==> src/rtl/pcg_pkg.sv <==
package pcg_pkg;

    // Array geometry
    localparam int unsigned NUM_OUT     = 16;   // parallel outputs
    localparam int unsigned BLK_PER_COL = 16;   // slots per column visit
    localparam int unsigned NUM_COL     = 256;  // columns

    localparam int unsigned BLK_W = $clog2(BLK_PER_COL);
    localparam int unsigned COL_W = $clog2(NUM_COL);
    localparam int unsigned ROW_W = $clog2(BLK_PER_COL * NUM_OUT);
    localparam int unsigned ROWS_W = NUM_OUT * ROW_W;

    // Position inside a frame
    typedef struct packed {
        logic [COL_W-1:0] col;
        logic             phase;   // 1: reset visit of the column
        logic [BLK_W-1:0] blk;
    } pos_t;

    typedef struct packed {
        pos_t pos;
        logic mode;                // 1: double read
    } cnt_st_t;

    typedef struct packed {
        logic              valid;
        logic              sof;
        logic              eof;
        logic              tag;
        logic [COL_W-1:0]  col;
        logic [ROWS_W-1:0] rows;
    } out_st_t;

endpackage

==> src/rtl/pcg_slot_cnt.sv <==
module pcg_slot_cnt
    import pcg_pkg::*;
(
    input  logic clk,
    input  logic rst_n,
    input  logic stb_i,
    input  logic fs_i,
    input  logic mode_i,
    output pos_t cur_pos_o,
    output logic cur_mode_o,
    output logic cur_first_o,
    output logic cur_last_o
);

    localparam logic [BLK_W-1:0] BLK_LAST = BLK_W'(BLK_PER_COL - 1);
    localparam logic [COL_W-1:0] COL_LAST = COL_W'(NUM_COL - 1);

    cnt_st_t st_d, st_q;
    pos_t    cur_pos;
    logic    cur_mode;

    always_comb begin
        cur_mode = fs_i ? mode_i : st_q.mode;
        cur_pos  = fs_i ? '0 : st_q.pos;

        cur_first_o = (cur_pos == '0);
        cur_last_o  = (cur_pos.blk == BLK_LAST) &&
                      (cur_pos.col == COL_LAST) &&
                      (!cur_mode || cur_pos.phase);

        st_d = st_q;
        if (fs_i) begin
            st_d.mode = mode_i;
            st_d.pos  = '0;
        end
        if (stb_i) begin
            st_d.pos = cur_pos;
            if (cur_pos.blk == BLK_LAST) begin
                st_d.pos.blk = '0;
                if (cur_mode && !cur_pos.phase) begin
                    st_d.pos.phase = 1'b1;
                end else begin
                    st_d.pos.phase = 1'b0;
                    st_d.pos.col   = (cur_pos.col == COL_LAST) ? '0
                                                               : cur_pos.col + 1'b1;
                end
            end else begin
                st_d.pos.blk = cur_pos.blk + 1'b1;
            end
        end
    end

    always_ff @(posedge clk or negedge rst_n) begin
        if (!rst_n) st_q <= '0;
        else        st_q <= st_d;
    end

    assign cur_pos_o  = cur_pos;
    assign cur_mode_o = cur_mode;

endmodule

==> src/rtl/pcg_row_map.sv <==
module pcg_row_map
    import pcg_pkg::*;
(
    input  logic [BLK_W-1:0]  blk_i,
    output logic [ROWS_W-1:0] rows_o
);

    for (genvar o = 0; o < NUM_OUT; o++) begin : g_out
        assign rows_o[o*ROW_W +: ROW_W] =
            ROW_W'(blk_i) * ROW_W'(NUM_OUT) + ROW_W'(o);
    end

endmodule

==> src/rtl/pcg_coord_gen.sv <==
module pcg_coord_gen
    import pcg_pkg::*;
(
    input  logic                   clk,
    input  logic                   rst_n,
    input  logic                   pix_stb_i,
    input  logic                   frame_start_i,
    input  logic                   dbl_mode_i,
    output logic                   valid_o,
    output logic [COL_W-1:0]       col_o,
    output logic [ROWS_W-1:0]      rows_o,
    output logic                   sof_o,
    output logic                   eof_o,
    output logic                   rst_tag_o
);

    pos_t              cur_pos;
    logic              cur_mode;
    logic              cur_first;
    logic              cur_last;
    logic [ROWS_W-1:0] cur_rows;

    pcg_slot_cnt u_cnt (
        .clk         (clk),
        .rst_n       (rst_n),
        .stb_i       (pix_stb_i),
        .fs_i        (frame_start_i),
        .mode_i      (dbl_mode_i),
        .cur_pos_o   (cur_pos),
        .cur_mode_o  (cur_mode),
        .cur_first_o (cur_first),
        .cur_last_o  (cur_last)
    );

    pcg_row_map u_rows (
        .blk_i  (cur_pos.blk),
        .rows_o (cur_rows)
    );

    out_st_t out_d, out_q;

    always_comb begin
        out_d       = out_q;
        out_d.valid = pix_stb_i;
        out_d.sof   = 1'b0;
        out_d.eof   = 1'b0;
        if (pix_stb_i) begin
            out_d.sof  = cur_first;
            out_d.eof  = cur_last;
            out_d.tag  = cur_mode & cur_pos.phase;
            out_d.col  = cur_pos.col;
            out_d.rows = cur_rows;
        end
    end

    always_ff @(posedge clk or negedge rst_n) begin
        if (!rst_n) out_q <= '0;
        else        out_q <= out_d;
    end

    assign valid_o   = out_q.valid;
    assign col_o     = out_q.col;
    assign rows_o    = out_q.rows;
    assign sof_o     = out_q.sof;
    assign eof_o     = out_q.eof;
    assign rst_tag_o = out_q.tag;

endmodule

==> config.mk <==
export PLATFORM = sky130hd
export DESIGN_NAME = pcg_coord_gen
export DESIGN_NICKNAME = d
export VERILOG_FILES = /design/src/rtl/pcg_pkg.sv /design/src/rtl/pcg_slot_cnt.sv /design/src/rtl/pcg_row_map.sv /design/src/rtl/pcg_coord_gen.sv
export SDC_FILE = /design/constraint.sdc
export NUM_CORES = 1
export LEC_CHECK = 0
export BUFFER_PORTS_ARGS = -buffer_cell sky130_fd_sc_hd__clkbuf_2
export CAP_MARGIN = 20
export CORE_MARGIN = 4
export CORE_UTILIZATION = 35
export CTS_CLUSTER_DIAMETER = 30
export DETAILED_ROUTE_END_ITERATION = 10
export SYNTH_ARGS = -nofsm -noshare
export SYNTH_HDL_FRONTEND = slang
export SYNTH_HIERARCHICAL = 1
export SYNTH_SLANG_ARGS = --single-unit
==> constraint.sdc <==
create_clock -name clk -period 1.84 [get_ports clk]
set_input_delay 0.092 -clock clk [delete_from_list [all_inputs] [get_ports clk]]
set_output_delay 0.092 -clock clk [all_outputs]
set_load 0.005 [all_outputs]
== Yosys cells after proc, flatten, opt, wreduce, memory -nomap -nowiden ==
Index checks and enable logic that the tools add are counted.

* Add/subtract/negate cells: 17
* Eq/ne operators: 2
* Multiplexer cells: 10
* Bitwise logic cells: 1
* Reduce and logical (&&, ||, !) cells: 8

{| class="wikitable"
|+ Operator list
! operator !! count
|-
| two-way mux 139 bit || 1
|-
| adder 8 x 4 -> 8 bit, second input constant || 8
|-
| adder 8 x 3 -> 8 bit, second input constant || 4
|-
| two-way mux 13 bit || 2
|-
| adder 8 x 1 -> 8 bit, second input constant || 2
|-
| adder 8 x 2 -> 8 bit, second input constant || 2
|-
| two-way mux 8 bit || 2
|-
| two-way mux 14 bit || 1
|-
| logical NOT 13 bit || 1
|-
| two-way mux 9 bit || 1
|-
| == test 8 bit, second input constant || 1
|-
| adder 4 x 1 -> 4 bit, second input constant || 1
|-
| == test 4 bit, second input constant || 1
|-
| two-way mux 4 bit || 1
|-
| logical AND 1 bit || 3
|-
| logical NOT 1 bit || 2
|-
| two-way mux 1 bit || 2
|-
| nonzero test 2 bit || 1
|-
| AND 1 bit || 1
|-
| logical OR 1 bit || 1
|}

* Bits in registers: 150
* Input port bits: 5
* Output and inout bits: 140
* Logic and storage cells: 48

== Logic depth before layout (Yosys ltp) ==
Gate-level depths: netlist of the first run.

* Depth in word-level cells: 6
* Mapped depth: 8
* Depth with buffers taken out: 7

== Modules after synthesis ==
The synthesis of the first run kept the hierarchy.

{| class="wikitable"
|+ By module, submodules not included
! module !! times used !! cells each !! area each (um^2) !! seq. area each (um^2)
|-
| pcg_coord_gen || 1 || 297 || 5570.3 || 3503.4
|-
| pcg_row_map || 1 || 130 || 968.4 || 0.0
|-
| pcg_slot_cnt || 1 || 81 || 782.0 || 350.3
|}

== Worst setup path before layout of the first run ==
Ideal clock, no wire load.

* Path kind: register -> register
* Start: register u_cnt/st_q[4] (netlist name)
* End: register u_cnt/st_q[10] (netlist name)
* Setup time: 0.129 ns
* Data arrival time: 1.640 ns
* Data required time: 1.711 ns
* Setup slack: 0.070 ns
* Stages on the path, launching flop included: 5
* Period minus slack after synthesis: 1.770 ns
* Cell sequence: dfrtp_1 nor2b_1 nand4b_1 o21ai_0 o31ai_1

{| class="wikitable"
|+ RTL lines
! element !! line !! source
|-
| from (decl) || pcg_slot_cnt.sv:18 || <nowiki>cnt_st_t st_d, st_q;</nowiki>
|-
| from (signal assigned) || pcg_slot_cnt.sv:55 || <nowiki>else st_q <= st_d;</nowiki>
|}

==> results of run 1 <==
==> cell families (layout without fill, tap and decap cells) <==
kind of cell	count (synthesis)	after routing	synth area share, %
XOR/XNOR	8	8	0.9571
flip-flops	154	154	52.64
AND/OR/NAND/NOR	44	44	3.555
other	2	64	0.1026
buffers and inverters	152	198	15.59
multiplexers	138	138	26.15
AO/OA/AOI/OAI	8	8	0.6666
adder cells (fa/ha/maj)	2	2	0.3418
==> worst max-delay path: cells and delay by family (launching register included) <==
kind          cells  cell delay (ns)
xor+xnor          1             0.18
fa+ha+maj         1             0.18
buf+inv           1             0.09
flops             1             0.34
simple gates      4             0.71
==> registers in the layout, indices dropped and copies added (netlist names) <==
signal and flops:
col_o 8, valid_o 1, rows_o 128, rst_tag_o 1, sof_o 1, u_cnt/st_q 14
eof_o 1
==> cells in the mapped netlist (2+ instances only) <==
master and number:
sky130_fd_sc_hd__buf_2 6, sky130_fd_sc_hd__and2_1 3, sky130_fd_sc_hd__mux2_4 96, sky130_fd_sc_hd__nor4_1 2, sky130_fd_sc_hd__nand2_1 4, sky130_fd_sc_hd__nor2_1 8
sky130_fd_sc_hd__xnor2_1 5, sky130_fd_sc_hd__conb_1 2, sky130_fd_sc_hd__xor2_1 3, sky130_fd_sc_hd__buf_4 128, sky130_fd_sc_hd__nor3_1 3, sky130_fd_sc_hd__buf_6 11
sky130_fd_sc_hd__nand2b_1 2, sky130_fd_sc_hd__nand3_1 3, sky130_fd_sc_hd__dfrtp_1 154, sky130_fd_sc_hd__nand4_1 2, sky130_fd_sc_hd__inv_1 6, sky130_fd_sc_hd__ha_1 2
sky130_fd_sc_hd__o21ai_0 4, sky130_fd_sc_hd__nor2b_1 9, sky130_fd_sc_hd__mux2_2 42
==> placed cells by master (no fill, tap or decap), drive strengths merged, types with 2 or more instances in the layout <==
cell         Yosys  routed
nand2            4       4
nor4             3       3
conb             2      64
nand2b           2       2
nor3             3       3
and2             3       3
ha               2       2
xnor2            5       5
nor2b            9       9
and2b            2       2
clkinvlp         0       3
and3             2       2
buf            145      15
nand4            3       3
inv              6       6
clkbuf           1     168
dfrtp          154     154
xor2             3       3
dlygate4sd3      0       3
clkinv           0       3
nand3            3       3
mux2           138     138
nor2             8       8
o21ai            4       4
==> cell type report <==
type / count / area (um2)
clock buffers: 25 / 485.5
clock inverters: 6 / 41.29
fillers: 1914 / 12190
inverters: 6 / 22.52
multi-input cells: 264 / 2564
flip-flops and latches: 154 / 3854
well taps: 270 / 337.8
repair buffers: 161 / 933.4
==> stage by stage <==
| stage | cells | instance area [um2] | hold WS, ns | power (uW) |
|---|---|---|---|---|
| after floorplan | 570 | 7553 | -0.2036 | 4516 |
| after global placement | 852 | 7681 | 0.06421 | 4739 |
| after detailed placement | 852 | 7681 | 0.06201 | 4774 |
| after CTS | 886 | 8238 | 0.06259 | 7998 |
| after global routing | 886 | 8238 | 0.08794 | 8239 |
| final | 886 | 8238 | 0.1006 | 7838 |
==> final timing paths <==
| kind | endpoint | cells past startpoint |
|---|---|---|
| min in group asynchronous | rows_o[4] | 2 |
| worst max-delay path | u_cnt/st_q[7] | 7 |
| worst min register to register | rows_o[20] | 1 |
| max in group asynchronous | u_cnt/st_q[2] | 3 |
| worst max register to register | u_cnt/st_q[7] | 7 |
| worst min-delay path | u_cnt/st_q[1] | 3 |
==> per-layer routing <==
| metal | vias up | share of wire (%) | track usage, % |
|---|---|---|---|
| met3 | 12 | 5.8 | 4.516 |
| met5 | - | 0 | 0 |
| met1 | 1884 | 44 | 15.41 |
| met2 | 94 | 49 | 20.04 |
| met4 | 0 | 1.1 | 3.776 |
| li1 | 1711 | - | - |
==> power breakdown <==
group          internal [uW]  switching (uW)
combinational            519             410
clock                   1820            1310
sequential              3630             141
==> results by stage, run 1 <==
Synthesis:
- The synthesized design spends more area on one cell type than any other, namely sky130_fd_sc_hd__dfrtp_1.
- The total number of yosys warnings is 6.
- The mean area per synthesized cell is 14.41 um2.
- The async set-or-reset flop fraction in the synthesized netlist is 100.0%.
- Yosys attributes the largest share of cell area to sky130_fd_sc_hd__dfrtp_1 (53%), sky130_fd_sc_hd__mux2_4 (20%), sky130_fd_sc_hd__buf_4 (13%).
- The share of the Yosys chip area taken by registers is 52.64%.
- Counting flops and latches in the post-synthesis netlist gives 154.
- Synthesis instantiated 34 different standard cells from the library.
- Synthesis produced a netlist whose cell count is 508.
- For this run, the leading register cell type out of synthesis is sky130_fd_sc_hd__dfrtp_1.
- The synthesized area is 7321 um2.
- The area share of the leading cell type in the synthesized netlist is 52.64%.
- In this run, synthesis inferred 0 flip-flops with an integrated enable.

STA:
- For this run, the top clock speed supported by timing is 630.9 MHz.
- Setup repair after global routing left no endpoint under its margin.
- The post-layout minimum cycle time is 1.585 ns.
- The final count of pins violating max slew came to 0.
- The worst path setup slack after routing is 0.2550 ns.
- The worst path uses 86.14% of the clock period.
- Across the routed clock network, the largest skew measured is 0.005770 ns.
- The accumulated negative setup slack is 0 ns.
- The number of endpoints with negative hold slack in the final report was 0.
- Setup violations remaining at the end of the flow were counted as 0.

Clock tree:
- The clock input transition at the sequential cells of the worst setup and hold paths is 0.06 ns.
- The CTS tree is done.
- After clock tree synthesis, the flow added hold-fix buffers numbering 3.
- The number of buffers on the longest clock path is 2.
- The number of clock sinks is 154.
- The latest clock arrival within the worst-skew pair is 0.41 ns.
- The number of gates resized after CTS was 0.
- Counting the buffers created by CTS gives 17.
- The H-tree was split into 4 levels.
- The post-CTS setup-driven buffer insertion count is 0.
- The tree is rooted in a sky130_fd_sc_hd__clkbuf_16.

Floorplan:
- The top-level I/O count is 145.
- The area of the die is 23290 um2.
- Once the floorplan was initialized, standard cells occupied 35.83% of the core.
- In this run the vertical extent of the chip is 152.6 um.
- The die is 152.6 um wide.
- The area of the core is 20430 um2.
- The floorplan has 52 rows.

Power:
- In this run the static leakage power is 0.004315 uW.
- The largest voltage drop on the vdd net is 0.5182 mV.
- The total power per unit cell area is 951.5 nW/um2.

Cells and area:
- Cells fill 40.32% of the core in the end.
- The number of antenna diodes is 0.
- The fraction of layout instances using a drive strength above 1 is 53.25%.
- The net total in the final layout is 611.
- The area growth from synthesis to layout is 12.53%.

GRT:
- The total overflow left after global routing is 0.
- The first global-routing pass estimated 22.75 mm of wire.
- The number of antenna violations at the first check in global routing was 0.
- Global routing consumed, over all layers together, 12.32% of the routing resources.
- The number of global-route vias before repair was 4044.
- Entering global routing, the biggest net connects 53 pins.

Placement:
- Detailed placement ended at an HPWL of 9.288 mm.
- Port buffering added 144 buffers.
- The routability congestion estimate is 0.7353.
- Before CTS, the worst setup slack after placement is 0.2739 ns.

Outcome:
- The flow ran to the end, and the final reports show no timing, DRC or antenna violations.

Detailed routing:
- The detailed router finished its first iteration with 121 violations.
- The ratio of routed vias to standard cells is 4.177.
- After detailed routing, the number of remaining DRC violations is 0.
- The final route contains 3701 vias.
- After detailed routing, the total wire length is 13.75 mm.
- The average wire length per cell after detail routing is 15.52 um.
- Before antenna repair, the detailed router went through 4 iterations.
- Once detail routing completed, the nets flagged for antenna violations numbered 0.

Critical path:
- The highest fanout seen on the critical path is 5.
- For flop-to-flop paths, the worst setup slack is 0.25 ns.
- The worst setup path is captured at a flip-flop.
- For this design, the slowest cell found on the critical path is sky130_fd_sc_hd__dfrtp_1.
- At the worst endpoint, the required time is 2.17 ns.
- The critical path goes through nand2b_1 > inv_1 > ha_1 > and2_1 > nand4b_1 > nor2_1 > xor2_1.
- The delay of the slowest cell on the worst path is 0.34 ns.
- The most critical setup path has its startpoint at u_cnt/st_q[2].
- The startpoint type of the worst setup path is a flip-flop.
- The endpoint arrival time on the critical path is 1.91 ns.
- The critical path class is reg2reg.
- The startpoint identified for the worst register-to-register timing path is u_cnt/st_q[2].

Hold path:
- The startpoint of the lowest-slack hold path is frame_start_i.
- The path type of the worst min-delay path is in2reg.

Flow run:
- The max-cap violation count is 0.
(Power assumes the default switching activity.)
==> inputs of run 2 (changes only) <==
Settings changed: PLACE_DENSITY set to 0.58.
==> results by stage, run 2 (synthesis results as in run 1) <==
Clock tree:
- The post-CTS setup-driven buffer insertion count was 0 (unchanged).
- The CTS root buffer is sky130_fd_sc_hd__clkbuf_16.
- The latest clock arrival within the worst-skew pair is 0.41 ns (about the same).
- The total CTS buffers is 17 (unchanged).
- TritonCTS built the clock tree.
- The total number of H-tree levels is 4 (unchanged).
- The clock input transition at the sequential cells of the worst setup and hold paths was 0.06 ns (about the same).
- The number of buffers on the longest clock path was 2 (unchanged).
- The number of clock sinks came to 154 (unchanged).

Critical path:
- STA classifies the critical path startpoint as a flip-flop.
- The critical path class is reg2reg.
- The highest fanout seen on the critical path came to 5 (unchanged).
- The data required time of the critical path is 2.13 ns (-0.04 ns).
- The endpoint arrival time on the critical path was 1.88 ns (-0.03 ns).
- The critical path capture point type is a flip-flop.
- The cell depth of the worst flop-to-flop path is 7 (unchanged).
- The register-to-register setup slack is 0.25 ns (about the same).

STA:
- The final count of pins violating max slew is 0 (unchanged).
- The portion of the clock cycle consumed by the worst path in the final layout came to 86.32% (+0.18 points).
- Setup repair after global routing left no endpoint under its margin.
- The count of endpoints failing setup in the final report was 0 (unchanged).
- For the pin with the worst max-slew slack, the measured transition is 0.5432 ns.
- The accumulated negative setup slack came to 0 ns (unchanged).
- The worst clock skew was 0.006873 ns (+0.001103 ns).
- Headroom to the max-slew limit came out at 63.79%.
- The number of endpoints with negative hold slack in the final report came to 0 (unchanged).
- The post-layout minimum cycle time is 1.588 ns (+0.003229 ns).
- The highest achievable clock rate was 629.6 MHz (-0.20%).

Hold path:
- The worst hold path belongs to the class in2reg.
- The depth of the worst hold-timing path is 1 (-2).

Floorplan:
- The top-level I/O count is 145 (unchanged).
- The area of the core came to 20430 um2 (unchanged).
- The width of the die is 152.6 um (unchanged).
- The area of the die was 23290 um2 (unchanged).
- The number of placement rows was 52 (unchanged).
- The chip height was 152.6 um (unchanged).
- The initial standard-cell utilization of the core is 35.83% (unchanged).

GRT:
- The total congestion overflow after global routing came to 0 (unchanged).
- The maximum number of pins on one net before global-route repair is 55 (+3.8%).
- The global routing usage summed across all routing layers is 12.14% (-0.18 points).
- The wire length of the first global-routing pass is 22.63 mm (-0.51%).
- The number of global-route vias before repair is 3964 (-2.0%).
- The number of antenna violations at the first check in global routing is 0 (unchanged).

Cells and area:
- The most frequent standard cell in the layout excluding fill and tap cells is sky130_fd_sc_hd__dfrtp_1.
- The area growth from synthesis to final layout is 14.36%.
- The fraction of layout instances using a drive strength above 1 is 54.28% (+1.0 points).
- Leaving out fill and tap cells, the most frequent cells in the layout are sky130_fd_sc_hd__dfrtp_1 (154), sky130_fd_sc_hd__clkbuf_2 (142), sky130_fd_sc_hd__mux2_4 (96), sky130_fd_sc_hd__conb_1 (64), sky130_fd_sc_hd__mux2_2 (42).
- The number of antenna diodes came to 0 (unchanged).
- The flip-flop count of the largest register after layout is 128 (unchanged).
- The net total in the final layout is 613 (+0.33%).
- The cell area after layout is 8372 um2 (+1.6%).

Detailed routing:
- The first-pass iteration count of the detailed router is 4 (unchanged).
- The post-detailed-route count of antenna-violating nets is 0 (unchanged).
- The final routed wirelength across all metal layers was 13.64 mm (-0.82%).
- The average wire length per cell after detail routing is 15.34 um (-1.2%).
- The first-iteration detailed-routing DRC count is 101 (-17%).
- The ratio of routed vias to standard cells is 4.184 (+0.17%).
- The number of remaining DRC errors came to 0 (unchanged).
- The total via count after detailed routing is 3720 (+0.51%).

Outcome:
- The run finished with clean final reports.

Power:
- The sequential share of power was 44.5% (-3.6 points).
- The clock network fraction of total power was 44.5% (+4.5 points).
- The total power per unit cell area is 1012 nW/um2 (+6.4%).
- The largest voltage drop on the vdd net is 0.5558 mV (+7.3%).
- The combinational share of power is 11.0% (-0.9 points).
- The leakage power of the design was 0.004394 uW (+1.8%).
- The switching power total is 1901 uW (+1.9%).
- The switching share of power came to 22.44% (-1.4 points).
- The internal power is 6572 uW (+10%).

Placement:
- The HPWL reported at the end of detailed placement is 9.367 mm (+0.85%).
- The cell area after placement came to 7704 um2 (+0.29%).
- The quantity of I/O buffers inserted on ports is 144 (unchanged).
- The routability congestion estimate came to 0.7914 (+7.6%).

Flow run:
- The max-cap violation count came to 0 (unchanged).
## run 2: layout make-up
cell class,instances,area (um2)
repair buffers,163,945.9
fillers,1927,12060
flip-flops and latches,154,3854
clock buffers,22,484.2
well taps,270,337.8
inverters,6,22.52
multi-input cells,264,2564
clock inverters,10,163.9
## run 2: power by group through the flow
stage	Sequential (uW)	Combinational [uW]	Clock, uW
3_3_place_gp	3810	935	0
3_5_place_dp	3830	947	0
2_1_floorplan	3830	685	0
4_1_cts	3770	955	3900
6_report	3770	932	3770
5_1_grt	3800	1020	4070
## run 2: timing repair
item	in CTS	in global routing
hold buffers	2	0
endpoints found under the hold margin	50	0
resized for setup	0	0
## run 2: critical path, cell delays in order, from the launching register on
cell and delay [ns]:
sky130_fd_sc_hd__dfrtp_1 0.35, sky130_fd_sc_hd__nand2b_1 0.10, sky130_fd_sc_hd__inv_1 0.09, sky130_fd_sc_hd__ha_1 0.18, sky130_fd_sc_hd__and2_1 0.21, sky130_fd_sc_hd__nand4b_1 0.23
sky130_fd_sc_hd__o21ai_0 0.23, sky130_fd_sc_hd__o31ai_1 0.09
## run 2: per-stage QoR
step / instances / power, uW / utilization, % / hold WS [ns] / setup WS, ns
2_1_floorplan: 570 / 4516 / - / -0.2036 / 0.07047
3_3_place_gp: 855 / 4749 / 37.71 / 0.09101 / 0.2588
3_5_place_dp: 855 / 4777 / 37.71 / 0.09578 / 0.2073
4_1_cts: 889 / 8626 / 40.98 / 0.01764 / 0.2573
5_1_grt: 889 / 8894 / 40.98 / 0.01600 / 0.05822
6_report: 889 / 8472 / 40.98 / 0.02562 / 0.2518
## run 2: final timing paths
kind / from / endpoint
min in group asynchronous: rst_n / rows_o[90]
max reg2reg: u_cnt/st_q[2] / u_cnt/st_q[10]
min reg2reg: rows_o[17] / rows_o[17]
max in group asynchronous: rst_n / col_o[7]
min: pix_stb_i / valid_o
max: u_cnt/st_q[2] / u_cnt/st_q[10]
## run 2: routing by layer
| layer | GRT usage (%) | share of wire, % | vias to the layer above |
|---|---|---|---|
| li1 | - | - | 1707 |
| met1 | 16.27 | 46 | 1892 |
| met2 | 18.27 | 46 | 105 |
| met3 | 4.374 | 6.2 | 16 |
| met4 | 4.243 | 1.5 | 0 |
| met5 | 0 | 0 | - |
==> inputs of run 3 (changes only) <==
--- a/config.mk
+++ b/config.mk
@@ -12,5 +12,4 @@
 export CTS_CLUSTER_DIAMETER = 30
 export DETAILED_ROUTE_END_ITERATION = 10
-export PLACE_DENSITY = 0.58
 export SYNTH_ARGS = -nofsm -noshare
 export SYNTH_HDL_FRONTEND = slang
==> constraint.sdc (replaced) <==
create_clock -name clk -period 1.84 [get_ports clk]
set_input_delay 0.276 -clock clk [delete_from_list [all_inputs] [get_ports clk]]
set_output_delay 0.276 -clock clk [all_outputs]
set_load 0.005 [all_outputs]
==> results by stage, run 3 (synthesis results as in run 1) <==
STA:
- The highest achievable clock rate was 627.6 MHz (-0.33%).
- The post-layout minimum cycle time is 1.593 ns (+0.005227 ns).
- The worst clock skew is 0.01040 ns (+0.003531 ns).
- The number of endpoints with negative hold slack in the final report came to 0 (unchanged).
- The tightest hold margin is 0.1059 ns (+0.08025 ns).
- The portion of the clock cycle consumed by the worst path in the final layout is 86.60% (+0.28 points).
- The worst path setup slack after routing is 0.2465 ns (-0.005227 ns).
- Setup repair after global routing left no endpoint under its margin.
- The final count of pins violating max slew was 0 (unchanged).
- The count of endpoints failing setup in the final report is 0 (unchanged).
- The accumulated negative setup slack was 0 ns (unchanged).

GRT:
- The total congestion overflow after global routing is 0 (unchanged).
- The wire length of the first global-routing pass is 23.29 mm (+2.9%).
- The number of antenna violations at the first check in global routing was 0 (unchanged).
- The number of global-route vias before repair was 4118 (+3.9%).
- The maximum number of pins on one net before global-route repair is 50 (-9.1%).
- The global routing usage summed across all routing layers is 12.52% (+0.38 points).

Critical path:
- The worst setup path is captured at a flip-flop.
- The highest fanout seen on the critical path was 3 (-2).
- The critical path starts at u_cnt/st_q[2].
- Walking the worst path, the cells encountered are nand2b_1 > inv_2 > ha_1 > nand4_1 > nor2_1 > nand4_1 > xnor2_1.
- The delay of the slowest cell on the worst path is 0.36 ns (about the same).
- The worst register-to-register path ends at u_cnt/st_q[11].
- The worst setup path is launched from a flip-flop.
- The sum of buffers and inverters on the critical path is 1 (unchanged).
- The kind of cell with the highest combined delay along the critical path is simple AND/OR/NAND/NOR gates.
- The largest individual stage delay along the critical path comes from the cell sky130_fd_sc_hd__dfrtp_1.
- The startpoint identified for the worst register-to-register timing path is u_cnt/st_q[2].
- The register-to-register setup slack is 0.25 ns (about the same).
- Counting stages on the worst path, the most repeated cell is sky130_fd_sc_hd__nand4_1.
- The count of cell instances traversed by the critical path was 7 (unchanged).
- The cell depth of the worst flop-to-flop path came to 7 (unchanged).
- The critical path class is reg2reg.
- The data required time of the critical path is 2.15 ns (+0.02 ns).
- In this run the worst setup path terminates at u_cnt/st_q[11].
- The endpoint arrival time on the critical path came to 1.90 ns (+0.02 ns).

Floorplan:
- The width of the die is 152.6 um (unchanged).
- The top-level I/O count is 145 (unchanged).
- The area of the die is 23290 um2 (unchanged).
- The number of placement rows is 52 (unchanged).
- The initial standard-cell utilization of the core is 35.83% (unchanged).
- The chip height came to 152.6 um (unchanged).
- The area of the core is 20430 um2 (unchanged).

Detailed routing:
- The post-detailed-route count of antenna-violating nets is 0 (unchanged).
- The number of remaining DRC errors is 0 (unchanged).
- The total via count after detailed routing is 3755 (+0.94%).
- The first-pass iteration count of the detailed router was 4 (unchanged).
- The first-iteration detailed-routing DRC count is 122 (+21%).
- The average wire length per cell after detail routing is 15.73 um (+2.6%).
- The final routed wirelength across all metal layers came to 13.96 mm (+2.3%).
- The ratio of routed vias to standard cells is 4.233 (+1.2%).

Cells and area:
- The flip-flop count of the largest register after layout is 128 (unchanged).
- The number of fill cells in the layout came to 1958 (+1.6%).
- The cell area after layout was 8327 um2 (-0.54%).
- The net total in the final layout is 611 (-0.33%).
- The fraction of layout instances using a drive strength above 1 is 54.46% (+0.18 points).
- The number of antenna diodes is 0 (unchanged).
- The most frequent standard cell in the layout excluding fill and tap cells is sky130_fd_sc_hd__dfrtp_1.
- In the layout the commonest cells are sky130_fd_sc_hd__dfrtp_1 (154), sky130_fd_sc_hd__clkbuf_2 (142), sky130_fd_sc_hd__mux2_4 (96), sky130_fd_sc_hd__conb_1 (64), sky130_fd_sc_hd__mux2_2 (42).
- The area growth from synthesis to final layout is 13.74%.

Placement:
- The quantity of I/O buffers inserted on ports is 144 (unchanged).
- The routability congestion estimate was 0.8070 (+2.0%).
- The worst setup slack after placement came to 0.09229 ns (-0.1150 ns).
- The cell area after placement came to 7694 um2 (-0.13%).
- The HPWL reported at the end of detailed placement is 9.327 mm (-0.44%).

Outcome:
- The flow ran to the end, and the final reports show no timing, DRC or antenna violations.

Power:
- The largest voltage drop on the vdd net is 0.5271 mV (-5.2%).
- The total power per unit cell area is 1006 nW/um2 (-0.63%).
- The leakage power of the design is 0.004371 uW (-0.52%).

Clock tree:
- The post-CTS resize count was 0 (unchanged).
- The clock input transition at the sequential cells of the worst setup and hold paths is 0.06 ns (about the same).
- The latest clock arrival within the worst-skew pair came to 0.43 ns (+0.02 ns).
- The number of clock sinks came to 154 (unchanged).
- The number of buffers on the longest clock path is 2 (unchanged).
- TritonCTS built the clock tree.
- The cell sitting at the root of the clock tree is a sky130_fd_sc_hd__clkbuf_16.
- The total number of H-tree levels is 4 (unchanged).
- The total CTS buffers came to 17 (unchanged).

Hold path:
- The depth of the worst hold-timing path is 2 (+1).
- The path class of the tightest hold or removal check is in2reg.

Flow run:
- The max-cap violation count is 0 (unchanged).
[run 3: changes by cell type in the layout (fill, tap and decap cells not counted), sizes merged]
cell and delta:
bufinv -1, dlygate4sd3 -1, clkbuf -1, inv +1
[run 3: cell type report]
type	instances	area, um2	share of cell area, %
clock buffer	22	484.2	5.815
clock inverter	10	138.9	1.668
inverter	6	22.52	0.2705
multi-input combinational	264	2564	30.79
sequential	154	3854	46.28
tap	270	337.8	4.057
timing repair buffer	161	925.9	11.12
[run 3: routing by layer]
metal	vias up	part of all wire [%]	wire length (um)	global-route usage (%)
li1	1705	-	-	-
met1	1930	45	6252	16.03
met2	103	48	6723	19.81
met3	17	5.7	791	4.913
met4	0	1.4	189	3.564
met5	-	0	0	0
[run 3: worst min-delay path by stage]
stage | startpoint | end | slack (ns)
6_report | dbl_mode_i | u_cnt/st_q[0] | 0.11
2_1_floorplan | rst_n | col_o[0] | -0.02
3_3_place_gp | rst_n | rows_o[9] | 0.22
3_5_place_dp | rst_n | rows_o[17] | 0.23
4_1_cts | dbl_mode_i | u_cnt/st_q[0] | 0.08
5_1_grt | dbl_mode_i | u_cnt/st_q[0] | 0.08
[run 3: timing repair]
action | CTS | global route
hold buffers | 1 | 0
buffers inserted | 0 | 0
hold endpoints to repair | 34 | 0
[run 3: where the power goes]
group	internal, uW	total (uW)	leakage (uW)	switching [uW]
combinational	521	932	0.00209	411
sequential	3630	3770	0.00197	142
clock	2280	3670	0.000306	1390
[run 3: stage by stage]
step	util [%]	instances	total power [uW]
floorplan	-	570	4516
global placement	37.66	854	4749
detailed placement	37.66	854	4780
CTS	40.76	887	8532
global route	40.76	887	8776
finish	40.76	887	8374
